==> src/rtl/oob_pkg.sv <==
package oob_pkg;
  localparam int NEED_W = 3;

  typedef enum logic [1:0] {
    GAP_NONE = 2'd0,
    GAP_INIT = 2'd1,
    GAP_WAKE = 2'd2
  } gap_kind_e;
endpackage

==> src/rtl/oob_sync.sv <==
module oob_sync (
  input  logic clk,
  input  logic arst_n,
  input  logic sq_raw,
  output logic srst_n,
  output logic sq_s
);
  logic rst_a, rst_b;
  logic sq_a, sq_b;

  // reset: asserted at once, released after two edges
  always_ff @(posedge clk or negedge arst_n) begin
    if (!arst_n) begin
      rst_a <= 1'b0;
      rst_b <= 1'b0;
    end else begin
      rst_a <= 1'b1;
      rst_b <= rst_a;
    end
  end

  always_ff @(posedge clk or negedge rst_b) begin
    if (!rst_b) begin
      sq_a <= 1'b0;
      sq_b <= 1'b0;
    end else begin
      sq_a <= sq_raw;
      sq_b <= sq_a;
    end
  end

  assign srst_n = rst_b;
  assign sq_s   = sq_b;
endmodule

==> src/rtl/oob_span.sv <==
module oob_span #(
  parameter int CNT_W = 8
) (
  input  logic             clk,
  input  logic             srst_n,
  input  logic             sq_s,
  output logic             seg_end,
  output logic             run_lvl,
  output logic [CNT_W-1:0] run_len
);
  localparam logic [CNT_W-1:0] LEN_SAT = {CNT_W{1'b1}};

  logic             lvl_q, lvl_d;
  logic [CNT_W-1:0] len_q, len_d;

  always_comb begin
    seg_end = (sq_s != lvl_q);
    lvl_d   = sq_s;
    if (seg_end)
      len_d = CNT_W'(1);
    else if (len_q == LEN_SAT)
      len_d = len_q;
    else
      len_d = len_q + CNT_W'(1);
  end

  always_ff @(posedge clk or negedge srst_n) begin
    if (!srst_n) begin
      lvl_q <= 1'b0;
      len_q <= '0;
    end else begin
      lvl_q <= lvl_d;
      len_q <= len_d;
    end
  end

  assign run_lvl = lvl_q;
  assign run_len = len_q;
endmodule

==> src/rtl/oob_tally.sv <==
module oob_tally
  import oob_pkg::*;
#(
  parameter int CNT_W = 8
) (
  input  logic              clk,
  input  logic              srst_n,
  input  logic              seg_end,
  input  logic              run_lvl,
  input  logic [CNT_W-1:0]  run_len,
  input  logic [CNT_W-1:0]  burst_min,
  input  logic [CNT_W-1:0]  burst_max,
  input  logic [CNT_W-1:0]  init_min,
  input  logic [CNT_W-1:0]  init_max,
  input  logic [CNT_W-1:0]  wake_min,
  input  logic [CNT_W-1:0]  wake_max,
  input  logic [NEED_W-1:0] burst_need,
  input  logic [NEED_W-1:0] idle_need,
  output logic [NEED_W-1:0] bcnt_o,
  output logic [NEED_W-1:0] icnt_o,
  output logic              det_init,
  output logic              det_wake
);
  localparam logic [NEED_W-1:0] NEED_SAT = {NEED_W{1'b1}};

  logic [NEED_W-1:0] bcnt_q, bcnt_d, icnt_q, icnt_d;
  gap_kind_e         kind_q, kind_d, seen;
  logic              di_q, di_d, dw_q, dw_d;
  logic              upd, fire, burst_ok, gap_over;
  logic [CNT_W-1:0]  gap_top;

  always_comb begin
    gap_top  = (init_max > wake_max) ? init_max : wake_max;
    burst_ok = (run_len >= burst_min) && (run_len <= burst_max);
    gap_over = !run_lvl && (run_len > gap_top);
    if ((run_len >= init_min) && (run_len <= init_max))
      seen = GAP_INIT;
    else if ((run_len >= wake_min) && (run_len <= wake_max))
      seen = GAP_WAKE;
    else
      seen = GAP_NONE;

    bcnt_d = bcnt_q;
    icnt_d = icnt_q;
    kind_d = kind_q;
    if (seg_end && run_lvl) begin
      if (burst_ok) begin
        if (bcnt_q != NEED_SAT) bcnt_d = bcnt_q + NEED_W'(1);
      end else begin
        bcnt_d = '0;
        icnt_d = '0;
        kind_d = GAP_NONE;
      end
    end else if (seg_end) begin
      if (seen == GAP_NONE) begin
        bcnt_d = '0;
        icnt_d = '0;
        kind_d = GAP_NONE;
      end else if ((kind_q != GAP_NONE) && (kind_q != seen)) begin
        bcnt_d = '0;
        icnt_d = NEED_W'(1);
        kind_d = seen;
      end else begin
        kind_d = seen;
        if (icnt_q != NEED_SAT) icnt_d = icnt_q + NEED_W'(1);
      end
    end else if (gap_over) begin
      bcnt_d = '0;
      icnt_d = '0;
      kind_d = GAP_NONE;
    end

    fire = seg_end && (kind_d != GAP_NONE) &&
           (bcnt_d >= burst_need) && (icnt_d >= idle_need);
    di_d = fire && (kind_d == GAP_INIT);
    dw_d = fire && (kind_d == GAP_WAKE);
    if (fire) begin
      bcnt_d = '0;
      icnt_d = '0;
      kind_d = GAP_NONE;
    end
    upd = seg_end || gap_over;
  end

  always_ff @(posedge clk or negedge srst_n) begin
    if (!srst_n) begin
      bcnt_q <= '0;
      icnt_q <= '0;
      kind_q <= GAP_NONE;
    end else if (upd) begin
      bcnt_q <= bcnt_d;
      icnt_q <= icnt_d;
      kind_q <= kind_d;
    end
  end

  always_ff @(posedge clk or negedge srst_n) begin
    if (!srst_n) begin
      di_q <= 1'b0;
      dw_q <= 1'b0;
    end else begin
      di_q <= di_d;
      dw_q <= dw_d;
    end
  end

  assign bcnt_o   = bcnt_q;
  assign icnt_o   = icnt_q;
  assign det_init = di_q;
  assign det_wake = dw_q;
endmodule

==> src/rtl/oob_com_detect.sv <==
module oob_com_detect
  import oob_pkg::*;
#(
  parameter int CNT_W = 8
) (
  input  logic              clk,
  input  logic              rst_n,
  input  logic              sq_in,
  input  logic [CNT_W-1:0]  burst_min,
  input  logic [CNT_W-1:0]  burst_max,
  input  logic [CNT_W-1:0]  init_min,
  input  logic [CNT_W-1:0]  init_max,
  input  logic [CNT_W-1:0]  wake_min,
  input  logic [CNT_W-1:0]  wake_max,
  input  logic [NEED_W-1:0] burst_need,
  input  logic [NEED_W-1:0] idle_need,
  output logic              det_init,
  output logic              det_wake
);
  logic              srst_n, sq_s, seg_end, run_lvl;
  logic [CNT_W-1:0]  run_len;
  logic [NEED_W-1:0] b_cnt, i_cnt;

  oob_sync u_sync (
    .clk(clk), .arst_n(rst_n), .sq_raw(sq_in), .srst_n(srst_n), .sq_s(sq_s)
  );

  oob_span #(.CNT_W(CNT_W)) u_span (
    .clk(clk), .srst_n(srst_n), .sq_s(sq_s),
    .seg_end(seg_end), .run_lvl(run_lvl), .run_len(run_len)
  );

  oob_tally #(.CNT_W(CNT_W)) u_tally (
    .clk(clk), .srst_n(srst_n), .seg_end(seg_end), .run_lvl(run_lvl),
    .run_len(run_len), .burst_min(burst_min), .burst_max(burst_max),
    .init_min(init_min), .init_max(init_max), .wake_min(wake_min),
    .wake_max(wake_max), .burst_need(burst_need), .idle_need(idle_need),
    .bcnt_o(b_cnt), .icnt_o(i_cnt), .det_init(det_init), .det_wake(det_wake)
  );
endmodule

==> config.mk <==
export PLATFORM = sky130hd
export DESIGN_NAME = oob_com_detect
export DESIGN_NICKNAME = d
export VERILOG_FILES = /design/src/rtl/oob_pkg.sv /design/src/rtl/oob_sync.sv /design/src/rtl/oob_span.sv /design/src/rtl/oob_tally.sv /design/src/rtl/oob_com_detect.sv
export SDC_FILE = /design/constraint.sdc
export NUM_CORES = 1
export LEC_CHECK = 0
export BUFFER_PORTS_ARGS = -buffer_cell sky130_fd_sc_hd__buf_2
export CAP_MARGIN = 5
export CORE_ASPECT_RATIO = 0.75
export CORE_MARGIN = 2
export CORE_UTILIZATION = 30
export DETAILED_ROUTE_END_ITERATION = 10
export SLEW_MARGIN = 30
export SYNTH_ARGS = -nofsm -noshare
export SYNTH_HDL_FRONTEND = slang
export SYNTH_HIERARCHICAL = 1
export SYNTH_SLANG_ARGS = --single-unit
==> constraint.sdc <==
create_clock -name clk -period 1.35 [get_ports clk]
set_input_delay 0.0675 -clock clk [delete_from_list [all_inputs] [get_ports clk]]
set_output_delay 0.0675 -clock clk [all_outputs]
set_load 0.02 [all_outputs]
Word-level counts from Yosys, hierarchy flattened
Index checks and enable logic that the tools add are counted.
{"block": "word_totals", "register_bits": 23, "inputBits": 57, "wordCells": 75}
{"block": "op_classes", "add_sub_neg": 3, "order_cmp": 10, "n_eq_ne": 8, "n_mux": 27, "n_reduce_logical": 16}
{"cell": "two-way mux 3 bit", "count": 16}
{"cell": "greater-or-equal comparator 8 bit", "count": 3}
{"cell": "less-or-equal comparator 8 bit", "count": 3}
{"cell": "two-way mux 8 bit", "count": 3}
{"cell": "> comparator 8 bit", "count": 2}
{"cell": "two-way mux 2 bit", "count": 8}
{"cell": "logical AND 1 bit", "count": 11}
{"cell": "adder 8 x 1 -> 8 bit (second input constant)", "count": 1}
{"cell": "== test 8 bit (second input constant)", "count": 1}
{"cell": "adder 3 x 1 -> 3 bit (second input constant)", "count": 2}
{"cell": "greater-or-equal comparator 3 bit", "count": 2}
{"cell": "!= test 3 bit (second input constant)", "count": 2}
{"cell": "nonzero test 2 bit", "count": 2}
{"cell": "== test 2 x 1 -> 1 bit (second input constant)", "count": 1}
{"cell": "== test 2 bit (second input constant)", "count": 1}
{"cell": "logical NOT 2 bit", "count": 1}
{"cell": "!= test 2 x 1 -> 1 bit (second input constant)", "count": 1}
{"cell": "!= test 2 bit", "count": 1}
{"cell": "logical NOT 1 bit", "count": 1}
{"cell": "logical OR 1 bit", "count": 1}
{"cell": "!= test 1 bit", "count": 1}

Depth between registers and ports, before layout
Gate-level depths: netlist of the first run.
{"block": "logic_depth", "depth_word": 14, "depth_mapped": 25, "depth_no_buf": 25}

By module
Netlist of the first run, hierarchy kept.
{"module": "oob_tally", "instances": 1, "cells_per_inst": 295, "area_per_inst_um2": 2461.1, "seq_area_each_um2": 250.2}
{"module": "oob_span", "instances": 1, "cells_per_inst": 46, "area_per_inst_um2": 485.5, "seq_area_each_um2": 225.2}
{"module": "oob_sync", "instances": 1, "cells_per_inst": 5, "area_per_inst_um2": 103.8, "seq_area_each_um2": 100.1}

Least setup slack after synthesis of the first run
Ideal clock, no wire load.
{"block": "synth_path", "kind": "input-to-reg", "startpoint": "in wake_max[1]", "endpoint": "reg u_tally.bcnt_q[1] (netlist: u_tally/bcnt_o[1])", "setup_ns": 0.104, "t_arrival_ns": 4.155, "required_ns": 1.246, "path_slack_ns": -2.909, "cell_stages": 25, "n_path_buf": 0, "path_cell_list": "inv_1 -> ha_1 -> nor2b_1 -> o21a_1 -> o21ai_0 -> nand2b_1 -> a21oi_1 -> o21ai_0 -> o21ai_2 -> mux2i_1 -> ha_1 -> a21oi_1 -> nor2_1 -> a2111o_1 -> o22ai_1 -> inv_1 -> a221oi_2 -> a22oi_2 -> ha_1 -> nand2b_1 -> a21oi_1 -> nor2b_1 -> o221ai_1 -> a21oi_2 -> o311ai_1"}
{"block": "synth_between", "elab_chain_cells": 14, "word_cells_on_any_way": 33, "cone_classes": "order compare (5); eq/ne (1); mux (18); reduce/logical (9)"}
{"item": "start, declared", "line": "oob_com_detect.sv:14", "rtl": "input logic [CNT_W-1:0] wake_max,"}
{"item": "branches (longest 14 deep; another with > comparator 8 bit)"}
{"item": "end signal, assigned", "line": "oob_tally.sv:91", "rtl": "bcnt_q <= bcnt_d;"}
{"item": "end, declared", "line": "oob_tally.sv:26", "rtl": "logic [NEED_W-1:0] bcnt_q, bcnt_d, icnt_q, icnt_d;"}
Several ways; the timed one is not identified.
A chain may end at the register's enable or synchronous reset.

Final worst setup path of the first run
Same ends and word-level chain as after synthesis.

==> flow_summary.yaml, run 1 <==
sta:
  setup_slack_ps: -2680
  hold_viol_final: 0
  hold_ws_ps: 110
  final_max_slew_viol_count: 0
  grt_setup_unrepaired: "true"
  finClkSkew_ps: 3.29
  setup_violations: 16
  fin_crit_sh_pct: 299
  post-route-min-period_ps: 4030
  fmax_mhz: 248
global_route:
  grt_remaining_overflow: 0
  met3_usage_pct: 1.82
  grt_max_degree: 22
  track_usage_pct: 15.5
  grt_pass1_wl_um: 14100
  antenna_found_initial: 0
  busiest_layer: "met2"
  grt_pass1_vias: 3118
  gr-usage-met2_pct: 26.6
  grt_util_met1_pct: 20.9
worst_setup_path:
  required_ps: 1510
  critPathCaptureType: "flip-flop"
  reg2reg_depth: 15
  cp_slowest_stage_delay_ps: 380
  critPathMaxFanout: 6
  critPathArrivalTime_ps: 4190
  cpMaxStageDelayCell: "a2111o_1"
  crit_top_cell: "a21oi_2"
  critPathLaunchType: "primary input"
  path_class: "in2reg"
  r2r-end: "u_tally/bcnt_o[1]"
  reg2reg_from: "u_span/run_len[7]"
  r2r_slack_ps: -2180
cts:
  insertion_delay_ps: 260
  cts_htree_levels: 1
  clock-sinks: 23
  cts_tree: "built"
  clockBufferDepth: 2
  clkTransAtPathRegs_ps: 60
  cts_buffers: 3
  clockRootBuffer: "clkbuf_16"
floorplan:
  core_sq_um: 9770
  row_count: 31
  ioPinCount: 59
  die-area_sq_um: 11000
  die_w_um: 120
  initial_core_util_pct: 31.2
  die_y_um: 91.3
hold_path:
  hp-class: "in2async"
synthesis:
  avgSynthCellArea_sq_um: 8.82
  ys_seq_area_share_pct: 18.9
  synthArstFlopShare_pct: 100
  synth.most_common_cell: "ha_1"
  synth_commonest_cells: "ha_1, inv_1, a21oi_1, dfrtp_1"
  synth_edf_count: 0
  synth_ff_type: "dfrtp_1"
  ys_seq_elements: 23
  synthTopCellsByArea: "ha_1, dfrtp_1, inv_1"
  netlist.area_leader.share_pct: 29.9
  syn_nets: 476
  ys_types: 61
  synthCells: 346
  yosysWarnings: 6
  netlist_area_sq_um: 3050
  yosys.area.top_type: "ha_1"
detailed_routing:
  viasPerCell: 4.88
  vias: 3082
  drtAntennaViolNets: 0
  drc: 0
  first_pass_iters: 4
  drt_iter0_drc: 67
  routed_wl_um: 8730
  wl_per_cell_um: 13.8
cells_and_area:
  drive_gt1_share_pct: 41.6
  fillCellCount: 981
  nets: 631
  insertedDiodeCount: 0
  syn_to_final_growth_pct: 47.5
power_and_ir_drop:
  p_int_mw: 1.81
  max-vdd-ir-drop_mv: 0.423
  power_switching_uw: 920
  leakagePower_nw: 2.44
  sequentialPowerShare_pct: 27.5
  pwr-share-comb_pct: 48.3
  p_per_area_nw_per_um2: 608
  clockPowerShare_pct: 24.2
  swShare_pct: 33.6
place:
  port_buffers: 58
  gp_congestion: 0.853
  hpwl_um: 7160
  place_ws_ps: -3030
status:
  violations: "setup timing"
  status: "finished with violations"
run:
  maxCapViolCount: 0
[power groups by stage]
| stage | Combinational, mW | Clock, mW | Sequential (mW) |
|---|---|---|---|
| 2_1_floorplan | 0.604 | 0 | 0.793 |
| 3_3_place_gp | 1.07 | 0 | 0.769 |
| 3_5_place_dp | 1.11 | 0 | 0.769 |
| 4_1_cts | 1.17 | 0.672 | 0.755 |
| 5_1_grt | 1.46 | 0.700 | 0.756 |
| 6_report | 1.32 | 0.661 | 0.753 |
[worst max-delay path: cells and delay by family]
kind | cells | cell delay [ps]
adders and majority gates | 3 | 750
AOI/OAI and AO/OA | 14 | 2420
buffers and inverters | 3 | 230
muxes | 1 | 250
and+or+nand+nor | 5 | 460
[worst max-delay path by stage]
stage / start / endpoint / slack (ps) / cells after the start
finish: wake_max[1] / u_tally/bcnt_o[1] / -2680 / 26
global route: wake_max[1] / u_tally/bcnt_o[1] / -2960 / 26
CTS: wake_max[1] / u_tally/bcnt_o[1] / -2600 / 27
detailed placement: wake_max[1] / u_tally/bcnt_o[1] / -3030 / 27
global placement: wake_max[1] / u_tally/bcnt_o[1] / -2930 / 26
floorplan: wake_max[1] / u_tally/bcnt_o[1] / -2570 / 25
[final cells by class]
type                    instances  area [sq um]  share of cell area [%]
inverters                      55           219                    4.87
well taps                     132           165                    3.67
multi-input cells             266          2420                    53.7
clock buffers                   3          75.1                    1.67
clock inverters                 1          5.00                   0.111
flip-flops and latches         23           577                    12.8
repair buffers                152          1040                    23.1
[routing by layer]
layer,vias up,share of wire [%],wire (um)
met5,-,0,0
met4,0,1.4,123
met3,11,3.8,330
met2,65,48,4150
met1,1429,47,4130
li1,1577,-,-
[layout by cell type (no fill, tap or decap), drive strengths merged, types with 3 or more instances in the layout]
master,synthesis,final
a31oi,4,4
buf,2,150
clkbuf,0,3
nand2,13,13
nor2,13,13
o31ai,3,3
and3,3,3
o21a,5,5
o21ai,19,19
and2,5,5
ha,73,73
a21o,6,6
mux2i,9,9
and4,3,3
a2111oi,3,3
a21oi,28,28
nor3,7,7
nand4,11,11
nor3b,3,3
nor2b,8,8
o211ai,4,4
dfrtp,23,23
nand2b,8,8
inv,55,55
nand3,7,7
[logic make-up (layout without fill, tap and decap cells)]
logic type                 count (synthesis)  in the layout  share of synthesized area (%)
and+or+nand+nor                           83             83                           15.9
muxes                                     10             10                           3.32
other                                      1              1                          0.123
buffers and inverters                     57            211                           7.18
DFF                                       23             23                           18.9
xor gates and xnor gates                   2              2                          0.821
adders and majority gates                 73             73                           29.9
AOI/OAI and AO/OA                         97             97                           23.9
[timing repair]
item / in CTS / in global routing
hold buffers: 2 / 0
setup buffers: 2 / 9
endpoints found under the hold margin: 3 / 0
endpoints found under the setup margin: 18 / 18
pin swaps: 17 / 20
resized for setup: 17 / 24
[sequential cells by signal, summed over array words and instances, names as in the netlist]
signal            flops
u_tally/det_wake      1
u_sync/rst_a          1
u_tally/det_init      1
u_span/run_lvl        1
u_sync/sq_s           1
u_sync/sq_a           1
u_tally/kind_q        2
u_sync/srst_n         1
u_tally/icnt_o        3
u_tally/bcnt_o        3
u_span/run_len        8
[through the flow]
step / util [%] / instances / setup TNS [ps] / area (sq um) / total power, mW
2_1_floorplan: - / 346 / -24440 / 3100 / 1.40
3_3_place_gp: 42.4 / 615 / -29620 / 4150 / 1.84
3_5_place_dp: 42.4 / 615 / -30450 / 4150 / 1.88
4_1_cts: 44.3 / 623 / -25930 / 4330 / 2.59
5_1_grt: 46.0 / 632 / -29390 / 4500 / 2.92
6_report: 46.0 / 632 / -26600 / 4500 / 2.73
Power figures use the tool's default switching activity.
==> inputs of run 2 (changes only) <==
--- a/config.mk
+++ b/config.mk
@@ -10,6 +10,7 @@
 export CORE_ASPECT_RATIO = 0.75
 export CORE_MARGIN = 2
 export CORE_UTILIZATION = 30
+export CTS_BUF_LIST = sky130_fd_sc_hd__clkbuf_2 sky130_fd_sc_hd__clkbuf_4 sky130_fd_sc_hd__clkbuf_8
 export DETAILED_ROUTE_END_ITERATION = 10
 export SLEW_MARGIN = 30
 export SYNTH_ARGS = -nofsm -noshare
==> flow_summary.yaml, run 2 (same netlist as run 1, synthesis figures left out) <==
status:
  status: "finished with violations"
  violations: "setup timing"
worst_setup_path:
  critPathMaxFanout: 6
  r2r_slack_ps: -2180
  path_class: "in2reg"
  reg2reg_from: "u_span/run_len[7]"
  critPathBufInv: 3
  critPathLaunchType: "primary input"
  cp_slowest_stage_delay_ps: 380
  cpMaxStageDelayCell: "a2111o_1"
  reg2reg_depth: 15
  critPathArrivalTime_ps: 4200
  startpoint: "wake_max[1]"
  critPathCaptureType: "flip-flop"
  crit_end: "u_tally/bcnt_o[1]"
  crit_top_cell: "a21oi_2"
  required_ps: 1520
  cp.depth: 26
  r2r-end: "u_tally/bcnt_o[1]"
  cp_top_family: "compound AO/OA/AOI/OAI gates"
sta:
  fin_setup_tns_ps: -26270
  fin_crit_sh_pct: 298
  finClkSkew_ps: 3.43
  post-route-min-period_ps: 4020
  fmax_mhz: 248
  setup_slack_ps: -2670
  final_max_slew_viol_count: 0
  grt_setup_unrepaired: "true"
  hold_viol_final: 0
  setup_violations: 10
cells_and_area:
  seq_area_sq_um: 578
  insertedDiodeCount: 0
  drive_gt1_share_pct: 40.5
  mostFrequentLayoutCell: "buf_4"
  nets: 627
  fillCellCount: 981
  multi_input_area_sq_um: 2400
  layout_common_cells: "buf_4, ha_1, buf_2, inv_1, a21oi_1"
  fin_cells: 628
  syn_to_final_growth_pct: 44.7
  largest_register_ffs: 8
  regMostFlops: "u_span/run_len"
hold_path:
  hp-class: "in2async"
power_and_ir_drop:
  finalPower_mw: 2.46
  max-vdd-ir-drop_mv: 0.451
  p_per_area_nw_per_um2: 557
  leakagePower_nw: 2.40
global_route:
  antenna_found_initial: 0
  grt_pass1_wl_um: 14100
  grt_remaining_overflow: 0
  grt_max_degree: 22
  track_usage_pct: 15.4
  grt_pass1_vias: 3112
detailed_routing:
  drt_iter0_drc: 66
  wl_per_cell_um: 13.6
  first_pass_iters: 4
  vias: 3048
  drc: 0
  viasPerCell: 4.85
  routed_wl_um: 8530
  drtAntennaViolNets: 0
place:
  gp_congestion: 0.853
  place_ws_ps: -3030
  dp.cells: 615
  port_buffers: 58
  hpwl_um: 7160
floorplan:
  die_y_um: 91.3
  die-area_sq_um: 11000
  ioPinCount: 59
  initial_core_util_pct: 31.2
  core_sq_um: 9770
  row_count: 31
  die_w_um: 120
run:
  maxCapViolCount: 0
cts:
  clkTransAtPathRegs_ps: 90
  cts_tree: "built"
  clock-sinks: 23
  cts_htree_levels: 1
  cts_buffers: 3
  insertion_delay_ps: 270
  clockBufferDepth: 2
  clockRootBuffer: "clkbuf_8"
## run 2: repair_timing
| item | 4_1_cts | 5_1_grt |
|---|---|---|
| hold endpoints to repair | 3 | 0 |
| endpoints found under the setup margin | 18 | 18 |
| buffers inserted | 2 | 5 |
| hold buffers | 2 | 0 |
| resized for setup | 17 | 19 |
| pin swaps | 17 | 10 |
## run 2: layout make-up
class                           count  area share [%]
Tap cell                          132            3.74
Timing Repair Buffer              148            22.7
Multi-Input combinational cell    266            54.4
Clock buffer                        3           0.935
Clock inverter                      1           0.113
Sequential cell                    23            13.1
Inverter                           55            4.96
## run 2: worst min-delay path by stage
stage | start | endpoint | slack (ps) | cells past startpoint
2_1_floorplan | rst_n | u_sync/rst_a | -230 | 0
6_report | rst_n | u_sync/rst_a | 100 | 2
3_3_place_gp | rst_n | u_sync/rst_a | -150 | 1
4_1_cts | rst_n | u_sync/rst_a | 90 | 2
3_5_place_dp | rst_n | u_sync/rst_a | -140 | 1
5_1_grt | rst_n | u_sync/rst_a | 110 | 2
## run 2: report_power, final
group	switching, mW	leakage (nW)	internal (mW)
logic	0.611	2.07	0.657
registers	0.0287	0.302	0.720
clock network	0.237	0.0255	0.206
total	0.876	2.40	1.58
## run 2: stage by stage
stage	instance area (sq um)	util [%]	hold WS, ps
after floorplan	3100	-	-228
after global placement	4150	42.4	-147
after detailed placement	4150	42.4	-144
after CTS	4290	43.9	85.4
after global routing	4410	45.2	110
final	4410	45.2	96.1
## run 2: routing by layer
metal  GRT usage (%)  routed length [um]
met5               0                   0
met4            3.00                 111
met3            1.82                 354
met2            26.2                3990
met1            21.0                4070
## run 2: worst reg2reg max path: stages (launching register included)
cell,delay (ps)
dfrtp_1,400
buf_4,170
ha_1,280
o21ai_0,80
nor2_1,170
and4bb_2,300
o211a_1,280
a41oi_4,260
buf_4,190
nand2b_2,50
a31o_1,240
ha_1,270
nor2b_1,160
o221ai_2,150
o21ai_0,250
o311ai_1,130
==> inputs of run 3 (changes only) <==
--- a/config.mk
+++ b/config.mk
@@ -5,13 +5,14 @@
 export SDC_FILE = /design/constraint.sdc
 export NUM_CORES = 1
 export LEC_CHECK = 0
-export BUFFER_PORTS_ARGS = -buffer_cell sky130_fd_sc_hd__buf_2
+export BUFFER_PORTS_ARGS = -buffer_cell sky130_fd_sc_hd__buf_4
 export CAP_MARGIN = 5
 export CORE_ASPECT_RATIO = 0.75
 export CORE_MARGIN = 2
-export CORE_UTILIZATION = 30
+export CORE_UTILIZATION = 60
 export CTS_BUF_LIST = sky130_fd_sc_hd__clkbuf_2 sky130_fd_sc_hd__clkbuf_4 sky130_fd_sc_hd__clkbuf_8
 export DETAILED_ROUTE_END_ITERATION = 10
+export PLACE_DENSITY = 0.86
 export SLEW_MARGIN = 30
 export SYNTH_ARGS = -nofsm -noshare
 export SYNTH_HDL_FRONTEND = slang
==> flow_summary.yaml, run 3 <==
synthesis:
  synthCells: 346
  synth.most_common_cell: "ha_1"
  yosysWarnings: 6
  avgSynthCellArea_sq_um: 8.82
  ys_types: 61
  ys_seq_area_share_pct: 18.9
  netlist.area_leader.share_pct: 29.9
  ys_seq_elements: 23
  syn_nets: 476
  synth_edf_count: 0
  yosys.area.top_type: "ha_1"
  synth_ff_type: "dfrtp_1"
  synth_commonest_cells: "ha_1, inv_1, a21oi_1, dfrtp_1"
  netlist_area_sq_um: 3050
  synthTopCellsByArea: "ha_1, dfrtp_1, inv_1"
  synthArstFlopShare_pct: 100
floorplan:
  die_w_um: 86.3
  die_y_um: 65.8
  row_count: 22
  ioPinCount: 59
  initial_core_util_pct: 62.3
cts:
  cts_htree_levels: 1
  clockRootBuffer: "clkbuf_8"
  clockBufferDepth: 2
  clock-sinks: 23
  cts_buffers: 3
sta:
  worst_endpoint: "u_tally/bcnt_o[1]$_DFFE_PN0P_/D"
  worst-ep-kind: "register input"
global_route:
  track_usage_pct: 69.9
  grt_remaining_overflow: 13
  grt_max_degree: 22
status:
  status: "did not finish"
  firstError: "[ERROR GRT-0232] Routing congestion too high. Check the congestion heatmap in the GUI."
  lastStage: "global routing"
place:
  gp_congestion: 0.930
  port_buffers: 58
  dp.cells: 537
  hpwl_um: 7730
run 3: metal layers:
layer  overflow  GRT usage [%]
met5          0           4.04
met4          6           71.3
met3          0           51.9
met2          7           90.4
met1          0           69.1
run 3: kinds of logic after synthesis:
kind of cell             synth area share, %
XOR/XNOR                               0.821
multiplexers                            3.32
AND/OR/NAND/NOR                         15.9
adder cells (fa/ha/maj)                 29.9
flip-flops                              18.9
buffers and inverters                   7.18
AO/OA/AOI/OAI                           23.9
other                                  0.123
run 3: stage by stage:
stage	area [sq um]	TNS [ps]	hold slack (ps)	setup slack (ps)	utilization, %
after floorplan	3100	-24440	-228	-2570	-
after CTS	4430	-26990	92.5	-2720	90.3
after detailed placement	4160	-31420	-147	-3090	84.9
after global placement	4160	-28710	-149	-2830	84.9
run 3: timing repair:
item	4_1_cts
pin swaps	19
gates resized for setup	30
setup endpoints to repair	18
hold endpoints to repair	3
hold buffers	2
setup buffers	9
==> inputs of run 4 (changes only) <==
--- a/config.mk
+++ b/config.mk
@@ -7,12 +7,10 @@
 export LEC_CHECK = 0
 export BUFFER_PORTS_ARGS = -buffer_cell sky130_fd_sc_hd__buf_4
 export CAP_MARGIN = 5
-export CORE_ASPECT_RATIO = 0.75
 export CORE_MARGIN = 2
-export CORE_UTILIZATION = 60
-export CTS_BUF_LIST = sky130_fd_sc_hd__clkbuf_2 sky130_fd_sc_hd__clkbuf_4 sky130_fd_sc_hd__clkbuf_8
+export CORE_UTILIZATION = 40
 export DETAILED_ROUTE_END_ITERATION = 10
-export PLACE_DENSITY = 0.86
+export PLACE_DENSITY_LB_ADDON = 0.15
 export SLEW_MARGIN = 30
 export SYNTH_ARGS = -nofsm -noshare
 export SYNTH_HDL_FRONTEND = slang
==> flow_summary.yaml, run 4 (same netlist as run 1, synthesis figures left out) <==
global_route:
  grt_pass1_vias: 3170
  grt_remaining_overflow: 0
  track_usage_pct: 20.8
  grt_max_degree: 20
  grt_pass1_wl_um: 14300
  antenna_found_initial: 0
detailed_routing:
  drc: 0
  wl_per_cell_um: 14.0
  drtAntennaViolNets: 0
  drt_iter0_drc: 111
  first_pass_iters: 4
  routed_wl_um: 8460
  viasPerCell: 5.11
  vias: 3083
hold_path:
  hp-class: "reg2async"
worst_setup_path:
  critPathBufInv: 6
  cp_slowest_stage_delay_ps: 300
  critPathArrivalTime_ps: 4260
  required_ps: 1500
  critPathMaxFanout: 5
  cp_top_family: "compound AO/OA/AOI/OAI gates"
  cpMaxStageDelayCell: "ha_1"
  path_class: "in2reg"
  critPathCaptureType: "flip-flop"
  critPathLaunchType: "primary input"
sta:
  setup_violations: 11
  hold_viol_final: 0
  finClkSkew_ps: 2.75
  setup_slack_ps: -2760
  final_max_slew_viol_count: 0
  grt_setup_unrepaired: "true"
  fin_crit_sh_pct: 304
  post-route-min-period_ps: 4110
  fmax_mhz: 243
  hold_ws_ps: 43.5
cells_and_area:
  insertedDiodeCount: 0
  layout_common_cells: "buf_4, ha_1, inv_1, a21oi_1, dfrtp_1"
  nets: 635
  regMostFlops: "u_span/run_len"
  largest_register_ffs: 8
  drive_gt1_share_pct: 41.3
  multi_input_area_sq_um: 2410
  mostFrequentLayoutCell: "buf_4"
  fillCellCount: 663
  seq_area_sq_um: 578
  syn_to_final_growth_pct: 50.1
cts:
  clockBufferDepth: 2
  clock-sinks: 23
  cts_buffers: 3
  clkTransAtPathRegs_ps: 80
  clockRootBuffer: "clkbuf_8"
  cts_htree_levels: 1
  insertion_delay_ps: 260
  cts_tree: "built"
floorplan:
  initial_core_util_pct: 41.6
  die-area_sq_um: 8340
  die_y_um: 91.3
  die_w_um: 91.3
  core_sq_um: 7330
  ioPinCount: 59
  row_count: 31
place:
  gp_congestion: 0.842
  port_buffers: 58
  hpwl_um: 6990
  place_ws_ps: -2990
status:
  status: "finished with violations"
  violations: "setup timing"
power_and_ir_drop:
  leakagePower_nw: 2.47
  p_per_area_nw_per_um2: 542
  max-vdd-ir-drop_mv: 0.495
run:
  maxCapViolCount: 0
-- run 4: where the power goes --
group	switching (mW)	total, mW	internal [mW]
combinational	0.595	1.31	0.711
clock	0.202	0.412	0.210
sequential	0.0431	0.764	0.721
total	0.840	2.48	1.64
-- run 4: cell type report --
type | count | area share, %
clock buffers | 4 | 0.984
multi-input cells | 266 | 52.5
inverters | 55 | 4.78
flip-flops and latches | 23 | 12.6
well taps | 99 | 2.70
repair buffers | 156 | 26.4
-- run 4: stage by stage --
| stage | total power [mW] | setup TNS [ps] | util, % | cells | area (sq um) |
|---|---|---|---|---|---|
| floorplan | 1.40 | -24440 | - | 346 | 3100 |
| global placement | 1.88 | -28430 | 57.6 | 578 | 4220 |
| detailed placement | 1.93 | -29860 | 57.6 | 578 | 4220 |
| CTS | 2.47 | -25590 | 61.8 | 601 | 4530 |
| global route | 2.68 | -29600 | 62.5 | 603 | 4580 |
| finish | 2.48 | -27170 | 62.5 | 603 | 4580 |
-- run 4: per-layer routing --
| layer | up-vias | part of all wire [%] | track usage, % |
|---|---|---|---|
| met5 | - | 0 | 0 |
| met1 | 1433 | 46 | 27.2 |
| met3 | 11 | 2.5 | 0.913 |
| met2 | 51 | 50 | 38.0 |
| li1 | 1588 | - | - |
| met4 | 0 | 1.8 | 4.17 |
-- run 4: final timing paths --
| path | end | from | slack, ps | cells past startpoint |
|---|---|---|---|---|
| worst max-delay path | u_tally/bcnt_o[2] | wake_max[1] | -2760 | 29 |
| worst min-delay path | u_span/run_len[3] | u_sync/srst_n | 40 | 0 |
| worst max register to register | u_tally/icnt_o[2] | u_span/run_len[0] | -2240 | 18 |
| worst min register to register | u_span/run_len[3] | u_sync/srst_n | 40 | 0 |
| max in group asynchronous | u_span/run_len[1] | u_sync/srst_n | 820 | 1 |
| min in group clk | u_sync/sq_s | u_sync/sq_a | 360 | 0 |
-- run 4: timing repair --
item,in CTS,in global routing
pin swaps,24,13
gates resized for setup,28,11
buffers inserted,17,5
hold buffers,2,0
hold endpoints to repair,3,0
setup endpoints to repair,18,18
